[src/rtl/xcvr_pkg.sv]
package xcvr_pkg;

    typedef enum logic [2:0] {
        M_ISOLATE    = 3'd0,
        M_B2A_LIVE   = 3'd1,
        M_B2A_STORED = 3'd2,
        M_A2B_LIVE   = 3'd3,
        M_A2B_STORED = 3'd4
    } xmode_e;

endpackage

[src/rtl/xcvr_capture.sv]
module xcvr_capture #(
    parameter int W = 8
) (
    input  logic         clk,
    input  logic         rst,
    input  logic         strobe,
    input  logic [W-1:0] d,
    output logic [W-1:0] q
);

    logic strobe_q;
    logic load;

    assign load = strobe & ~strobe_q;

    always_ff @(posedge clk) begin
        if (rst) begin
            strobe_q <= 1'b0;
            q        <= '0;
        end else begin
            strobe_q <= strobe;
            if (load) begin
                q <= d;
            end
        end
    end

    // a fresh strobe rise loads the bus value
    a_r6_load: assert property (@(posedge clk) disable iff (rst)
        (strobe && !strobe_q) |=> (q == $past(d)));

    // without a fresh rise the register holds
    a_r7_hold: assert property (@(posedge clk) disable iff (rst)
        !(strobe && !strobe_q) |=> $stable(q));

endmodule

[src/rtl/xcvr_mode_fsm.sv]
module xcvr_mode_fsm
    import xcvr_pkg::*;
(
    input  logic   clk,
    input  logic   rst,
    input  logic   oe_n,
    input  logic   dir,
    input  logic   sel_ab,
    input  logic   sel_ba,
    output xmode_e mode
);

    xmode_e state, state_nx;

    always_ff @(posedge clk) begin
        if (rst) begin
            state <= M_ISOLATE;
        end else begin
            state <= state_nx;
        end
    end

    always_comb begin
        unique case ({oe_n, dir})
            2'b00:   state_nx = sel_ba ? M_B2A_STORED : M_B2A_LIVE;
            2'b01:   state_nx = sel_ab ? M_A2B_STORED : M_A2B_LIVE;
            default: state_nx = M_ISOLATE;
        endcase
    end

    assign mode = state;

    // reset leaves the machine isolated
    a_r11_reset_iso: assert property (@(posedge clk)
        rst |=> (state == M_ISOLATE));

    // the registered mode tracks the sampled controls one edge later
    a_r10_latency: assert property (@(posedge clk) disable iff (rst)
        (!oe_n && dir && sel_ab) |=> (state == M_A2B_STORED));

endmodule

[src/rtl/bus_xfer_xcvr.sv]
module bus_xfer_xcvr
    import xcvr_pkg::*;
#(
    parameter int W = 8
) (
    input  logic         clk,
    input  logic         rst,
    input  logic         cap_ab,
    input  logic         cap_ba,
    input  logic         oe_n,
    input  logic         dir,
    input  logic         sel_ab,
    input  logic         sel_ba,
    input  logic [W-1:0] a_in,
    output logic [W-1:0] a_out,
    output logic [W-1:0] a_oe,
    input  logic [W-1:0] b_in,
    output logic [W-1:0] b_out,
    output logic [W-1:0] b_oe
);

    localparam logic [W-1:0] ALL_ON = {W{1'b1}};

    logic [W-1:0] reg_ab;
    logic [W-1:0] reg_ba;
    xmode_e       mode;

    xcvr_capture #(.W(W)) u_cap_ab (
        .clk    (clk),
        .rst    (rst),
        .strobe (cap_ab),
        .d      (a_in),
        .q      (reg_ab)
    );

    xcvr_capture #(.W(W)) u_cap_ba (
        .clk    (clk),
        .rst    (rst),
        .strobe (cap_ba),
        .d      (b_in),
        .q      (reg_ba)
    );

    xcvr_mode_fsm u_fsm (
        .clk    (clk),
        .rst    (rst),
        .oe_n   (oe_n),
        .dir    (dir),
        .sel_ab (sel_ab),
        .sel_ba (sel_ba),
        .mode   (mode)
    );

    always_comb begin
        a_out = '0;
        a_oe  = '0;
        b_out = '0;
        b_oe  = '0;
        unique case (mode)
            M_B2A_LIVE: begin
                a_out = b_in;
                a_oe  = ALL_ON;
            end
            M_B2A_STORED: begin
                a_out = reg_ba;
                a_oe  = ALL_ON;
            end
            M_A2B_LIVE: begin
                b_out = a_in;
                b_oe  = ALL_ON;
            end
            M_A2B_STORED: begin
                b_out = reg_ab;
                b_oe  = ALL_ON;
            end
            default: begin
                a_out = '0;
            end
        endcase
    end

    // isolation releases both buses
    a_r1_isolate: assert property (@(posedge clk) disable iff (rst)
        oe_n |=> ((a_oe == '0) && (b_oe == '0)));

    // port A takes the bus
    a_r2_drive_a: assert property (@(posedge clk) disable iff (rst)
        (!oe_n && !dir) |=> ((a_oe == ALL_ON) && (b_oe == '0)));

    // port B takes the bus
    a_r3_drive_b: assert property (@(posedge clk) disable iff (rst)
        (!oe_n && dir) |=> ((b_oe == ALL_ON) && (a_oe == '0)));

    // live data passes straight through
    a_r4_live_a: assert property (@(posedge clk) disable iff (rst)
        (!oe_n && !dir && !sel_ba) |=> (a_out == b_in));

    // never two drivers
    a_r9_exclusive: assert property (@(posedge clk) disable iff (rst)
        !((a_oe != '0) && (b_oe != '0)));

endmodule

[config.mk]
export PLATFORM = sky130hd
export DESIGN_NAME = bus_xfer_xcvr
export DESIGN_NICKNAME = d
export VERILOG_FILES = /design/src/rtl/xcvr_pkg.sv /design/src/rtl/xcvr_capture.sv /design/src/rtl/xcvr_mode_fsm.sv /design/src/rtl/bus_xfer_xcvr.sv
export SDC_FILE = /design/constraint.sdc
export NUM_CORES = 1
export LEC_CHECK = 0
export BUFFER_PORTS_ARGS = -buffer_cell sky130_fd_sc_hd__buf_4
export CORE_UTILIZATION = 42
export CTS_CLUSTER_DIAMETER = 60
export DETAILED_ROUTE_END_ITERATION = 6
export HOLD_SLACK_MARGIN = 0.1
export MAX_ROUTING_LAYER = met4
export PLACE_DENSITY = 0.75
export RECOVER_POWER = 50
export SLEW_MARGIN = 20
export SYNTH_ARGS = -nofsm -noshare
export SYNTH_HDL_FRONTEND = slang
export SYNTH_SLANG_ARGS = --single-unit
[constraint.sdc]
create_clock -name clk -period 1.4 [get_ports clk]
set_clock_uncertainty 0.2 [all_clocks]
set_input_delay 0.07 -clock clk [delete_from_list [all_inputs] [get_ports clk]]
set_output_delay 0.07 -clock clk [all_outputs]
set_load 0.05 [all_outputs]
# --- After elaboration in Yosys (flattened, before gate mapping) ---
# Index checks and enable logic that the tools add are counted.
classes:
  n_eq_ne: 5
  mux: 7
  n_bitwise: 4
  n_reduce_logical: 3
op_table:
  columns: ["cell", "n"]
  rows:
  - ["$pmux 8 s2", 2]
  - ["$mux 8", 2]
  - ["$eq 3x2->1 const B", 2]
  - ["$pmux 3 s2", 1]
  - ["$reduce_or 2->1", 2]
  - ["$eq 3x1->1 const B", 1]
  - ["$eq 3x3->1 const B", 1]
  - ["$mux 3", 1]
  - ["$and 1x1->1", 2]
  - ["$eq 2x1->1 const B", 1]
  - ["$logic_not 2->1", 1]
  - ["$mux 2", 1]
  - ["$not 1->1", 2]
word_totals:
  ff_bits: 21
  input_bits: 24
  output_inout_bits: 32
  elab_cells: 24

# --- Depth between registers and ports, before layout ---
# Gate-level depths: netlist of run 1.
logic_depth:
  ltp_word: 3
  mapped_depth: 5
  depth_no_buf: 2

# --- Hierarchy ---
# Synthesis of run 1 repeated with hierarchy kept, for this count alone.
hier_totals:
  hier_cells: 139
  area_unflattened_um2: 1340.0
by_module_without_submodules:
  columns: ["mod", "instances", "cells_each", "area_per_inst_um2", "seq_area_each_um2"]
  rows:
  - ["xcvr_capture", 2, 36, 396.6, 180.2]
  - ["bus_xfer_xcvr", 1, 57, 440.4, 0.0]
  - ["xcvr_mode_fsm", 1, 10, 106.4, 60.1]

# --- Least setup slack after synthesis of run 1 ---
# OpenSTA, ideal clock, no wires.
synth_path:
  path_type: "register to output"
  startpoint: "register u_fsm.state[1], in the netlist u_fsm.mode[1]"
  endpoint: "output port a_oe[1]"
  arrival_time_ns: 2.026
  slack_ns: -0.896
  path_stages_with_launch: 5
  path_cell_list: "dfxtp_1 nand2b_1 buf_2 a21oi_1 buf_4"
synth_between:
  elab_chain_len: 3
  word_cells_on_any_way: 4
  cone_classes: "eq/ne (2); mux (1); reduce/logical (1)"
synth_lines:
  columns: ["item", "line", "text"]
  rows:
  - ["from (decl)", "xcvr_mode_fsm.sv:13", "xmode_e state, state_nx;"]
  - ["from (signal assigned)", "xcvr_mode_fsm.sv:19", "state <= state_nx;"]
  - ["$eq 3x2->1 or $eq 3x1->1 (tied branches)", "bus_xfer_xcvr.sv:59", "unique case (mode)"]
  - ["$reduce_or 2->1 (no line) (*)", null, null]
  - ["$mux 8 (*)", "bus_xfer_xcvr.sv:59", null]
  - ["to (decl)", "bus_xfer_xcvr.sv:16", "output logic [W-1:0] a_oe,"]
# Every way passes the cells marked *; elsewhere a longest branch is shown, timed or not.

# --- Worst setup path after layout of run 1 ---
layout_path:
  startpoint: "register u_fsm.state[0], in the netlist u_fsm.mode[0]"
  endpoint: "output port b_out[1]"
layout_between:
  elab_chain_len: 2
  word_cells_on_any_way: 3
  cone_classes: "eq/ne (2); mux (1)"
layout_lines:
  columns: ["item", "line", "text"]
  rows:
  - ["$eq 3x3->1 or $eq 3x2->1 (tied branches)", "bus_xfer_xcvr.sv:59", null]
  - ["$pmux 8 s2 (*)", "bus_xfer_xcvr.sv:59", null]
  - ["to (decl)", "bus_xfer_xcvr.sv:18", "output logic [W-1:0] b_out,"]
# Marked as above.

==> results of run 1 <==
==> sequential cells by signal (all words and copies together) (netlist names) <==
name               flops
u_cap_ab.q             8
u_cap_ab.strobe_q      1
u_cap_ba.q             8
u_cap_ba.strobe_q      1
u_fsm.mode             3
==> routing by layer <==
metal  vias up  track usage  routed length [µm]
met5         -            -                   0
met4         0        0.115                 310
met3        25       0.0369                 280
met2        78        0.467                2700
met1       678        0.330                1880
li1        630            -                   -
==> what timing repair did <==
| action | 4_1_cts | 5_1_grt |
|---|---|---|
| setup endpoints to repair | 32 | 44 |
| setup buffers | 8 | 2 |
| cloned | 2 | 0 |
| endpoints found under the hold margin | 21 | 0 |
| pin swaps | 6 | 10 |
| hold buffers | 23 | 0 |
| resized for setup | 46 | 30 |
==> cells in the final DEF (no fill, tap or decap), types with 2 or more instances in the layout <==
cell type,netlist,final
dfxtp_1,21,18
o31ai_1,8,8
dlygate4sd3_1,0,23
nand4bb_1,9,9
or4bb_1,7,7
buf_6,1,21
a22o_4,0,4
buf_12,0,2
clkbuf_1,1,2
a22o_2,0,4
nand2b_4,0,5
nor2b_1,3,2
o21ai_1,7,6
buf_4,16,25
and3b_2,0,2
dfxtp_4,0,3
o32ai_4,0,8
clkbuf_4,0,3
inv_1,8,8
nand2b_1,20,16
buf_8,0,19
==> cell type report <==
type                    count  area (µm²)  area share
repair buffers             92         988       0.409
flip-flops and latches     21         432       0.179
well taps                  31        38.8      0.0160
clock buffers               4        26.3      0.0109
inverters                   8        30.0      0.0124
multi-input cells          83         902       0.373
==> worst max-delay path, stage by stage (launching register included) <==
cell     delay, ps
dfxtp_4        400
nor3b_4        210
buf_6          150
buf_12         110
a22o_2         160
buf_8          150
==> worst max-delay path by stage <==
stage / from / endpoint / slack [ps] / depth (start not counted)
2_1_floorplan: u_fsm.mode[0] / a_oe[1] / -240 / 4
3_3_place_gp: u_fsm.mode[0] / a_out[2] / 0.6 / 3
3_5_place_dp: u_fsm.mode[0] / a_out[1] / -20 / 3
4_1_cts: u_fsm.mode[0] / b_oe[0] / -360 / 3
5_1_grt: u_fsm.mode[0] / a_oe[1] / -410 / 5
6_report: u_fsm.mode[0] / b_out[1] / -390 / 5
==> through the flow <==
stage / area [µm²] / setup TNS, ps / hold slack, ps / worst slack (ps)
2_1_floorplan: 1550 / -2940 / -59.9 / -239
3_3_place_gp: 1770 / 0 / 35.5 / 0.602
3_5_place_dp: 1770 / -109 / 40.3 / -24.2
4_1_cts: 2280 / -10300 / 151 / -358
5_1_grt: 2420 / -14910 / 127 / -412
6_report: 2420 / -12520 / 86.8 / -389
==> power by group through the flow <==
stage / combinational (mW) / sequential, mW / clock, mW
floorplan: 0.378 / 0.662 / 0
global placement: 0.448 / 0.665 / 0
detailed placement: 0.459 / 0.666 / 0
CTS: 0.575 / 0.653 / 0.309
global route: 0.666 / 0.661 / 0.344
finish: 0.642 / 0.658 / 0.325
==> logic make-up after synthesis <==
kind of cell | share of synthesized area
flops | 0.337
buf+inv | 0.152
simple gates | 0.308
compound gates | 0.203
==> impl_metrics.prom, run 1 <==
# TYPE chip_impl_metric gauge
chip_impl_info{name="status",value="finished, violations left"} 1
chip_impl_info{name="failing_checks",value="negative setup slack"} 1
chip_impl_metric{name="synthesis.area",unit="mm²"} 0.00125
chip_impl_metric{name="p_sw",unit="mW"} 0.586
chip_impl_metric{name="dpl.cell_count",unit=""} 201
chip_impl_metric{name="post-route-drc-count",unit=""} 0
chip_impl_metric{name="synth_warnings",unit=""} 0
chip_impl_metric{name="fill_cells",unit=""} 137
chip_impl_metric{name="timing.hold.worst_path_depth",unit=""} 3
chip_impl_metric{name="layout_min_cycle_time",unit="ps"} 1790
chip_impl_info{name="most_instantiated_library_cell_after_synthesis",value="dfxtp_1"} 1
chip_impl_metric{name="globalplace.congestion",unit=""} 0.822
chip_impl_metric{name="initial_core_util",unit=""} 0.448
chip_impl_metric{name="grt_pass1_vias",unit=""} 1364
chip_impl_metric{name="critical_path_required_time",unit="ps"} 1130
chip_impl_info{name="crit_type",value="flop to output port"} 1
chip_impl_metric{name="final.setup.worst_slack",unit="ps"} -389
chip_impl_metric{name="internal-power",unit="mW"} 1.04
chip_impl_info{name="clock_tree.root_cell",value="clkbuf_4"} 1
chip_impl_metric{name="total_track_usage",unit=""} 0.277
chip_impl_metric{name="chipWidth",unit="µm"} 56.5
chip_impl_metric{name="r2r_cells",unit=""} 2
chip_impl_metric{name="final_core_utilization",unit=""} 0.869
chip_impl_metric{name="hold_violation_count_in_the_final_report",unit=""} 0
chip_impl_info{name="rsz0062_at_grt",value="yes"} 1
chip_impl_metric{name="power.ir.vdd_worst",unit="V"} 0.000710
chip_impl_metric{name="drive_gt1_frac",unit=""} 0.490
chip_impl_metric{name="cts.sinks",unit=""} 21
chip_impl_info{name="yosys-top-cells-area",value="dfxtp_1 (34%), nand2b_1 (10%), buf_4 (9.6%)"} 1
chip_impl_metric{name="route.final.wire_length",unit="µm"} 5170
chip_impl_metric{name="vias",unit=""} 1411
chip_impl_metric{name="numPortBuffers",unit=""} 55
chip_impl_metric{name="power.share.sequential",unit=""} 0.405
chip_impl_metric{name="postSynthNetCount",unit=""} 157
chip_impl_metric{name="clock_tree.htree_level_count",unit=""} 1
chip_impl_metric{name="cts_made_buffers",unit=""} 3
chip_impl_info{name="most_used_flip_flop_cell_after_synthesis",value="dfxtp_1"} 1
chip_impl_metric{name="flow.area_growth_from_synthesis",unit="%"} 93.8
chip_impl_metric{name="asyncSetResetFlopFracSynth",unit=""} 0
chip_impl_info{name="cp-end-kind",value="output port"} 1
chip_impl_info{name="clock_tree_from_tritoncts",value="built"} 1
chip_impl_metric{name="design.final.nets",unit=""} 233
chip_impl_metric{name="sw_frac_of_total",unit=""} 0.361
chip_impl_metric{name="crit_fanout",unit=""} 6
chip_impl_metric{name="power.share.combinational",unit=""} 0.395
chip_impl_metric{name="die_h",unit="µm"} 56.5
chip_impl_metric{name="reg2reg_slack",unit="ps"} 70
chip_impl_metric{name="post_synth.cell_area_avg",unit="µm²"} 9.38
chip_impl_metric{name="grt_overflow",unit=""} 0
chip_impl_metric{name="setup_viol",unit=""} 45
chip_impl_metric{name="power_density",unit="mW/mm²"} 672
chip_impl_metric{name="max-slew-margin-rel",unit=""} 0.601
chip_impl_metric{name="ys_seq_area_frac",unit=""} 0.337
chip_impl_info{name="worst_r2r_endpoint",value="u_cap_ab.q[1]"} 1
chip_impl_metric{name="power",unit="mW"} 1.62
chip_impl_metric{name="antenna_violating_nets_post_route",unit=""} 0
chip_impl_metric{name="synthesis.instances",unit=""} 133
chip_impl_info{name="post-synth-top-area-cell",value="dfxtp_1"} 1
chip_impl_metric{name="grt_first_pass_wirelength",unit="µm"} 6670
chip_impl_metric{name="synth.lib_cells_used.distinct",unit=""} 25
chip_impl_metric{name="grt_max_degree",unit=""} 37
chip_impl_info{name="hold_start",value="cap_ba"} 1
chip_impl_info{name="holdPathEnd",value="u_cap_ba.q[6]"} 1
chip_impl_metric{name="slew_viol_final",unit=""} 0
chip_impl_info{name="reg_to_reg_startpoint",value="u_cap_ab.strobe_q"} 1
chip_impl_metric{name="clock_tree.buffer_depth",unit=""} 2
chip_impl_metric{name="synth_seq_cells",unit=""} 21
chip_impl_metric{name="final_cell_count_no_fill",unit=""} 239
chip_impl_metric{name="wp_data_arrival",unit="ps"} 1520
chip_impl_metric{name="max_freq",unit="MHz"} 559
chip_impl_metric{name="initialDrtViolationCount",unit=""} 53
chip_impl_metric{name="wire_per_inst",unit="µm"} 21.6
chip_impl_metric{name="cellLeakagePower",unit="nW"} 0.969
chip_impl_metric{name="num_rows",unit=""} 19
chip_impl_info{name="worstHoldPathType",value="input pin to flop"} 1
chip_impl_metric{name="design.die.area",unit="mm²"} 0.00319
chip_impl_metric{name="vias_per_cell",unit=""} 5.90
chip_impl_metric{name="path_clk_slew",unit="ps"} 140
chip_impl_metric{name="synth_edf_count",unit=""} 0
chip_impl_metric{name="count_of_max_cap_constraint_violations",unit=""} 0
chip_impl_metric{name="share_of_power_burned_in_the_clock_network",unit=""} 0.200
chip_impl_metric{name="clk_latency",unit="ps"} 320
chip_impl_info{name="synth.cells.most_frequent",value="dfxtp_1 (21), nand2b_1 (20), buf_4 (16)"} 1
chip_impl_metric{name="tightest_slew",unit="ps"} 599
chip_impl_info{name="cp_startpoint_kind",value="flop"} 1
chip_impl_metric{name="antenna-diode-count",unit=""} 0
chip_impl_metric{name="antenna_found_initial",unit=""} 0
chip_impl_metric{name="floorplan.io_pins",unit=""} 56
chip_impl_metric{name="layout_worst_path_cycle_share",unit=""} 1.28
chip_impl_metric{name="detail_route.first_pass.iterations",unit=""} 4
chip_impl_metric{name="yosys.area.top_type_share",unit=""} 0.337
chip_impl_metric{name="dp_hpwl",unit="µm"} 2300
chip_impl_metric{name="core_region_area",unit="mm²"} 0.00278
No activity file was read; power rests on OpenSTA's default activity.
==> inputs of run 2 (changes only) <==
Settings changed: ABC_AREA from default to 1, CORE_UTILIZATION 42 to 41, PLACE_DENSITY 0.75 to 0.74.
==> impl_metrics.prom, run 2 <==
# TYPE chip_impl_metric gauge
chip_impl_info{name="status",value="finished, violations left"} 1
chip_impl_info{name="failing_checks",value="negative setup slack"} 1
chip_impl_metric{name="clk_latency",unit="ps"} 330
chip_impl_metric{name="route.final.wire_length",unit="µm"} 4200
chip_impl_metric{name="power.ir.vdd_worst",unit="V"} 0.000754
chip_impl_metric{name="initial_core_util",unit=""} 0.435
chip_impl_metric{name="synth_edf_count",unit=""} 0
chip_impl_metric{name="post_synth.cell_area_avg",unit="µm²"} 6.71
chip_impl_metric{name="power.share.sequential",unit=""} 0.430
chip_impl_info{name="cp-end-kind",value="output port"} 1
chip_impl_metric{name="postSynthNetCount",unit=""} 204
chip_impl_info{name="post-synth-top-area-cell",value="dfxtp_1"} 1
chip_impl_metric{name="post-route-drc-count",unit=""} 0
chip_impl_metric{name="critical_path.max_stage_delay",unit="ps"} 430
chip_impl_metric{name="final.setup.worst_slack",unit="ps"} -279
chip_impl_metric{name="chipWidth",unit="µm"} 56.3
chip_impl_info{name="yosys-top-cells-area",value="dfxtp_1 (35%), nand2_1 (11%), nor2_1 (11%)"} 1
chip_impl_metric{name="die_h",unit="µm"} 56.3
chip_impl_info{name="reg_to_reg_startpoint",value="u_cap_ab.strobe_q"} 1
chip_impl_metric{name="synth.lib_cells_used.distinct",unit=""} 18
chip_impl_metric{name="ys_seq_area_frac",unit=""} 0.348
chip_impl_metric{name="worstPathBufferInverterCount",unit=""} 2
chip_impl_metric{name="num_rows",unit=""} 19
chip_impl_metric{name="power",unit="mW"} 1.56
chip_impl_metric{name="synth_seq_cells",unit=""} 21
chip_impl_info{name="critPathTopFamily",value="flip-flops"} 1
chip_impl_metric{name="flow.area_growth_from_synthesis",unit="%"} 82.4
chip_impl_metric{name="slew_viol_final",unit=""} 0
chip_impl_metric{name="total_track_usage",unit=""} 0.257
chip_impl_info{name="worstHoldPathType",value="input pin to flop"} 1
chip_impl_info{name="crit_chain",value="buf_4 -> nand4_1 -> o21ai_1 -> buf_6"} 1
chip_impl_metric{name="detail_route.first_pass.iterations",unit=""} 5
chip_impl_metric{name="antenna_violating_nets_post_route",unit=""} 0
chip_impl_metric{name="antenna-diode-count",unit=""} 0
chip_impl_metric{name="vias",unit=""} 1488
chip_impl_info{name="synth.cells.most_frequent",value="nand2_1 (36), nor2_1 (36), dfxtp_1 (21)"} 1
chip_impl_metric{name="crit_fanout",unit=""} 8
chip_impl_metric{name="hold_violation_count_in_the_final_report",unit=""} 0
chip_impl_info{name="most_used_flip_flop_cell_after_synthesis",value="dfxtp_1"} 1
chip_impl_metric{name="synthesis.instances",unit=""} 180
chip_impl_info{name="clock_tree_from_tritoncts",value="built"} 1
chip_impl_metric{name="yosys.area.top_type_share",unit=""} 0.348
chip_impl_metric{name="path_clk_slew",unit="ps"} 140
chip_impl_metric{name="grt_pass1_vias",unit=""} 1342
chip_impl_metric{name="grt_overflow",unit=""} 0
chip_impl_info{name="cp_startpoint_kind",value="flop"} 1
chip_impl_metric{name="share_of_power_burned_in_the_clock_network",unit=""} 0.207
chip_impl_metric{name="p_sw",unit="mW"} 0.583
chip_impl_metric{name="design.die.area",unit="mm²"} 0.00317
chip_impl_metric{name="setup_viol",unit=""} 33
chip_impl_metric{name="design.final.nets",unit=""} 277
chip_impl_metric{name="wire_per_inst",unit="µm"} 14.8
chip_impl_info{name="most-common-layout-cells",value="nor2_1 (36), nand2_1 (34), buf_4 (26)"} 1
chip_impl_info{name="hold_start",value="rst"} 1
chip_impl_metric{name="sw_frac_of_total",unit=""} 0.373
chip_impl_metric{name="clock_tree.buffer_depth",unit=""} 2
chip_impl_info{name="rsz0062_at_grt",value="yes"} 1
chip_impl_metric{name="synthesis.area",unit="mm²"} 0.00121
chip_impl_metric{name="drive_gt1_frac",unit=""} 0.377
chip_impl_metric{name="dp_hpwl",unit="µm"} 1960
chip_impl_info{name="clock_tree.root_cell",value="clkbuf_4"} 1
chip_impl_metric{name="final_cell_count_no_fill",unit=""} 283
chip_impl_metric{name="critical_path_required_time",unit="ps"} 1130
chip_impl_metric{name="cts_made_buffers",unit=""} 3
chip_impl_metric{name="wp_data_arrival",unit="ps"} 1410
chip_impl_info{name="critical-path-slowest-cell",value="dfxtp_4"} 1
chip_impl_metric{name="internal-power",unit="mW"} 0.978
chip_impl_info{name="crit_type",value="flop to output port"} 1
chip_impl_metric{name="max_freq",unit="MHz"} 596
chip_impl_metric{name="initialDrtViolationCount",unit=""} 45
chip_impl_metric{name="antenna_found_initial",unit=""} 0
chip_impl_metric{name="cellLeakagePower",unit="nW"} 1.03
chip_impl_metric{name="synth_warnings",unit=""} 0
chip_impl_metric{name="core_region_area",unit="mm²"} 0.00278
chip_impl_info{name="worstSetupStartpoint",value="u_fsm.mode[1]"} 1
chip_impl_metric{name="power.share.combinational",unit=""} 0.363
chip_impl_metric{name="power_density",unit="mW/mm²"} 708
chip_impl_metric{name="dpl.cell_count",unit=""} 250
chip_impl_info{name="mostFrequentLayoutCell",value="nor2_1"} 1
chip_impl_metric{name="layout_worst_path_cycle_share",unit=""} 1.20
chip_impl_metric{name="layout_min_cycle_time",unit="ps"} 1680
chip_impl_metric{name="vias_per_cell",unit=""} 5.26
chip_impl_metric{name="asyncSetResetFlopFracSynth",unit=""} 0
chip_impl_metric{name="count_of_max_cap_constraint_violations",unit=""} 0
chip_impl_metric{name="grt_first_pass_wirelength",unit="µm"} 6200
chip_impl_metric{name="numPortBuffers",unit=""} 55
chip_impl_metric{name="globalplace.congestion",unit=""} 0.710
chip_impl_metric{name="max-slew-margin-rel",unit=""} 0.762
chip_impl_metric{name="grt_max_degree",unit=""} 17
chip_impl_metric{name="cts.sinks",unit=""} 21
chip_impl_metric{name="tightest_slew",unit="ps"} 357
chip_impl_metric{name="clock_tree.htree_level_count",unit=""} 1
chip_impl_metric{name="floorplan.io_pins",unit=""} 56
## run 2: changes by cell type in the layout (fill, tap and decap cells not counted), moves of 8 or more
cell       previous run  this run
buf_8                19         9
o31ai_1               8         0
nand2_1               1        34
o21ai_4               0         8
nand4_1               0        16
nor2_1                1        36
nand4bb_1             9         0
inv_1                 8        20
nand2b_1             16         0
o32ai_4               8         0
## run 2: area by class of cell
cell class	instances	area, µm²
well taps	31	38.8
inverters	24	115
multi-input cells	115	689
repair buffers	88	900
clock buffers	3	22.5
fillers	183	577
flip-flops and latches	21	432
clock inverters	1	7.51
## run 2: power by group through the flow
stage          clock network (mW)  logic (mW)  registers, mW
3_5_place_dp                    0       0.439          0.678
5_1_grt                     0.346       0.602          0.674
2_1_floorplan                   0       0.344          0.671
3_3_place_gp                    0       0.435          0.676
4_1_cts                     0.310       0.533          0.662
6_report                    0.323       0.567          0.671
## run 2: logic make-up after synthesis
logic type      Yosys count  synth area share
simple gates             96             0.366
flops                    21             0.348
buf+inv                  45             0.208
compound gates           18            0.0776
## run 2: timing repair
item | in CTS | in global routing
resized for setup | 45 | 18
hold buffers | 24 | 1
hold endpoints to repair | 21 | 1
gates cloned | 0 | 1
pin swaps | 9 | 1
buffers inserted | 3 | 1
endpoints found under the setup margin | 32 | 34
## run 2: final timing paths
path                                           to  slack, ps  depth (start not counted)
worst max-delay path                     a_out[2]       -280                          4
worst min register to register      u_cap_ba.q[6]        300                          2
worst max register to register      u_cap_ab.q[7]        200                          4
worst min-delay path            u_cap_ba.strobe_q        280                          3
## run 2: worst reg2reg max path, cell delays in order (launching register included)
cell,delay (ps)
dfxtp_1,350
nor2_4,320
nand2_1,110
nand2_1,80
nor2_1,60
## run 2: routing by layer
layer | wire (µm) | part of all wire | global-route usage
met4 | 96 | 0.023 | 0.0767
met2 | 2270 | 0.54 | 0.447
met5 | 0 | 0 | -
met3 | 253 | 0.060 | 0.0553
met1 | 1580 | 0.38 | 0.296
## run 2: per-stage QoR
step	TNS [ps]	hold WS, ps	area, µm²	utilization	setup WS, ps
2_1_floorplan	-3870	-60.9	1340	-	-223
3_3_place_gp	0	84.9	1650	0.592	18.5
3_5_place_dp	-17.6	84.9	1650	0.592	-17.6
4_1_cts	-5530	-143	2120	0.764	-199
5_1_grt	-8240	285	2200	0.793	-308
6_report	-6760	283	2200	0.793	-279
==> inputs of run 3 (changes only) <==
Settings changed: ABC_AREA 1 to default, CORE_UTILIZATION 41 to 45, PLACE_DENSITY 0.74 to 0.77.
Clock period 1.4 ns to 1.75 ns, I/O delays scaled along.
==> impl_metrics.prom, run 3 (same netlist as run 1, synthesis figures left out) <==
# TYPE chip_impl_metric gauge
chip_impl_metric{name="globalplace.congestion",unit=""} 0.765
chip_impl_metric{name="layout_min_cycle_time",unit="ps"} 1790
chip_impl_metric{name="flow.area_growth_from_synthesis",unit="%"} 74.7
chip_impl_metric{name="floorplan.io_pins",unit=""} 56
chip_impl_metric{name="postLayoutCellArea",unit="mm²"} 0.00218
chip_impl_metric{name="clock_tree.htree_level_count",unit=""} 1
chip_impl_info{name="cp_startpoint_kind",value="flop"} 1
chip_impl_info{name="worstHoldPathType",value="flop to flop"} 1
chip_impl_metric{name="design.die.area",unit="mm²"} 0.00299
chip_impl_metric{name="max_freq",unit="MHz"} 559
chip_impl_metric{name="crit_fanout",unit=""} 9
chip_impl_metric{name="critical_path.max_stage_delay",unit="ps"} 390
chip_impl_info{name="most-common-layout-cells",value="dlygate4sd3_1 (36), buf_4 (33), buf_6 (26)"} 1
chip_impl_metric{name="worstPathBufferInverterCount",unit=""} 3
chip_impl_metric{name="sw_frac_of_total",unit=""} 0.341
chip_impl_metric{name="antenna_found_initial",unit=""} 0
chip_impl_metric{name="final.setup.worst_slack",unit="ps"} -37.5
chip_impl_info{name="holdPathEnd",value="u_cap_ab.q[4]"} 1
chip_impl_metric{name="design.final.nets",unit=""} 237
chip_impl_metric{name="timing.hold.worst_path_depth",unit=""} 2
chip_impl_info{name="clock_tree_from_tritoncts",value="built"} 1
chip_impl_metric{name="numPortBuffers",unit=""} 55
chip_impl_metric{name="power.ir.vdd_worst",unit="V"} 0.000582
chip_impl_metric{name="reg2reg_slack",unit="ps"} 130
chip_impl_metric{name="cellLeakagePower",unit="nW"} 0.888
chip_impl_info{name="mostFrequentLayoutCell",value="dlygate4sd3_1"} 1
chip_impl_metric{name="grt_overflow",unit=""} 0
chip_impl_info{name="crit_path_frequent_cell",value="buf_4"} 1
chip_impl_info{name="critPathTopFamily",value="buffers and inverters"} 1
chip_impl_metric{name="power_density",unit="mW/mm²"} 553
chip_impl_metric{name="wp_data_arrival",unit="ps"} 1500
chip_impl_metric{name="power.share.combinational",unit=""} 0.365
chip_impl_info{name="critical-path-slowest-cell",value="dfxtp_4"} 1
chip_impl_metric{name="max-slew-margin-rel",unit=""} 0.556
chip_impl_metric{name="r2r_cells",unit=""} 3
chip_impl_info{name="cp-end-kind",value="output port"} 1
chip_impl_info{name="reg_to_reg_startpoint",value="u_cap_ba.strobe_q"} 1
chip_impl_info{name="status",value="finished, violations left"} 1
chip_impl_metric{name="count_of_max_cap_constraint_violations",unit=""} 0
chip_impl_info{name="crit_chain",value="buf_4 -> nand2b_4 -> a21oi_4 -> buf_4 -> buf_6"} 1
chip_impl_info{name="hold_start",value="u_cap_ab.q[4]"} 1
chip_impl_metric{name="standard_cell_area_after_detailed_placement",unit="mm²"} 0.00156
chip_impl_metric{name="critical_path_required_time",unit="ps"} 1460
chip_impl_metric{name="antenna_violating_nets_post_route",unit=""} 0
chip_impl_metric{name="holdWs",unit="ps"} 289
chip_impl_metric{name="clock_tree.buffer_depth",unit=""} 2
chip_impl_info{name="worst_r2r_endpoint",value="u_cap_ba.q[2]"} 1
chip_impl_metric{name="grt_max_degree",unit=""} 37
chip_impl_metric{name="drive_gt1_frac",unit=""} 0.382
chip_impl_metric{name="total_track_usage",unit=""} 0.289
chip_impl_metric{name="route.final.wire_length",unit="µm"} 4230
chip_impl_metric{name="cts_made_buffers",unit=""} 3
chip_impl_metric{name="cts.sinks",unit=""} 21
chip_impl_metric{name="initial_core_util",unit=""} 0.490
chip_impl_metric{name="detail_route.first_pass.iterations",unit=""} 4
chip_impl_metric{name="final_core_utilization",unit=""} 0.856
chip_impl_metric{name="clk_latency",unit="ps"} 310
chip_impl_metric{name="fill_cells",unit=""} 126
chip_impl_metric{name="tightest_slew",unit="ps"} 665
chip_impl_metric{name="post-route-drc-count",unit=""} 0
chip_impl_info{name="crit_type",value="flop to output port"} 1
chip_impl_metric{name="power.share.sequential",unit=""} 0.434
chip_impl_metric{name="num_rows",unit=""} 18
chip_impl_metric{name="setup_viol",unit=""} 11
chip_impl_metric{name="vias",unit=""} 1351
chip_impl_info{name="clock_tree.root_cell",value="clkbuf_4"} 1
chip_impl_info{name="rsz0062_at_grt",value="yes"} 1
chip_impl_metric{name="share_of_power_burned_in_the_clock_network",unit=""} 0.201
chip_impl_metric{name="core_region_area",unit="mm²"} 0.00254
chip_impl_metric{name="layout_worst_path_cycle_share",unit=""} 1.02
chip_impl_metric{name="grt_pass1_vias",unit=""} 1245
chip_impl_metric{name="internal-power",unit="mW"} 0.795
chip_impl_metric{name="initialDrtViolationCount",unit=""} 26
chip_impl_metric{name="hold_violation_count_in_the_final_report",unit=""} 0
chip_impl_metric{name="dp_hpwl",unit="µm"} 2030
chip_impl_metric{name="die_h",unit="µm"} 54.7
chip_impl_metric{name="vias_per_cell",unit=""} 5.58
chip_impl_metric{name="p_sw",unit="mW"} 0.412
chip_impl_metric{name="tns",unit="ps"} -265
chip_impl_info{name="failing_checks",value="negative setup slack"} 1
chip_impl_metric{name="wire_per_inst",unit="µm"} 17.5
chip_impl_metric{name="chipWidth",unit="µm"} 54.7
chip_impl_metric{name="slew_viol_final",unit=""} 0
chip_impl_metric{name="path_clk_slew",unit="ps"} 120
chip_impl_metric{name="antenna-diode-count",unit=""} 0
chip_impl_metric{name="grt_first_pass_wirelength",unit="µm"} 5890
run 3: worst max-delay path by stage:
| stage | end | startpoint | slack, ps | cells past startpoint |
|---|---|---|---|---|
| global route | b_out[6] | u_fsm.mode[1] | -80 | 4 |
| finish | a_oe[2] | u_fsm.mode[0] | -40 | 5 |
| floorplan | a_out[0] | u_fsm.mode[0] | -380 | 3 |
| global placement | a_oe[7] | u_fsm.mode[1] | 250 | 3 |
| CTS | a_oe[3] | u_fsm.mode[1] | -10 | 3 |
| detailed placement | a_oe[3] | u_fsm.mode[1] | 200 | 3 |
run 3: final cells by class:
class                      count  area (µm²)  area share
inverter                       8        30.0      0.0138
tap                           30        37.5      0.0172
sequential                    21         429       0.197
clock buffer                   4        26.3      0.0121
multi-input combinational     81         727       0.334
timing repair buffer          98         930       0.427
run 3: metrics by stage:
stage               setup WS [ps]  cells  power, mW
floorplan                    -381    133      0.762
global placement              249    198      0.843
detailed placement            195    198      0.850
CTS                         -12.6    239       1.14
global route                -79.4    242       1.25
finish                      -37.5    242       1.21
run 3: layer usage:
| layer | part of all wire | vias up | global-route usage |
|---|---|---|---|
| met2 | 0.54 | 63 | 0.476 |
| met1 | 0.40 | 650 | 0.347 |
| met4 | 0.011 | 0 | 0.0812 |
| met5 | 0 | - | - |
| li1 | - | 632 | - |
| met3 | 0.052 | 6 | 0.0667 |
run 3: worst min-delay path: stages (launching register included):
cell      delay [ps]
dfxtp_1          330
nand2b_1          60
o21ai_0           60
run 3: power groups by stage:
stage / Combinational (mW) / Sequential, mW / Clock [mW]
6_report: 0.440 / 0.524 / 0.242
3_5_place_dp: 0.317 / 0.533 / 0
4_1_cts: 0.383 / 0.523 / 0.238
3_3_place_gp: 0.312 / 0.531 / 0
5_1_grt: 0.461 / 0.527 / 0.265
2_1_floorplan: 0.234 / 0.528 / 0
run 3: repair_timing:
action                     CTS  global route
hold buffers                36             0
buffers inserted             1             3
resized for setup           15            34
setup endpoints to repair   32            39
pin swaps                    7             4
hold endpoints to repair    21             0
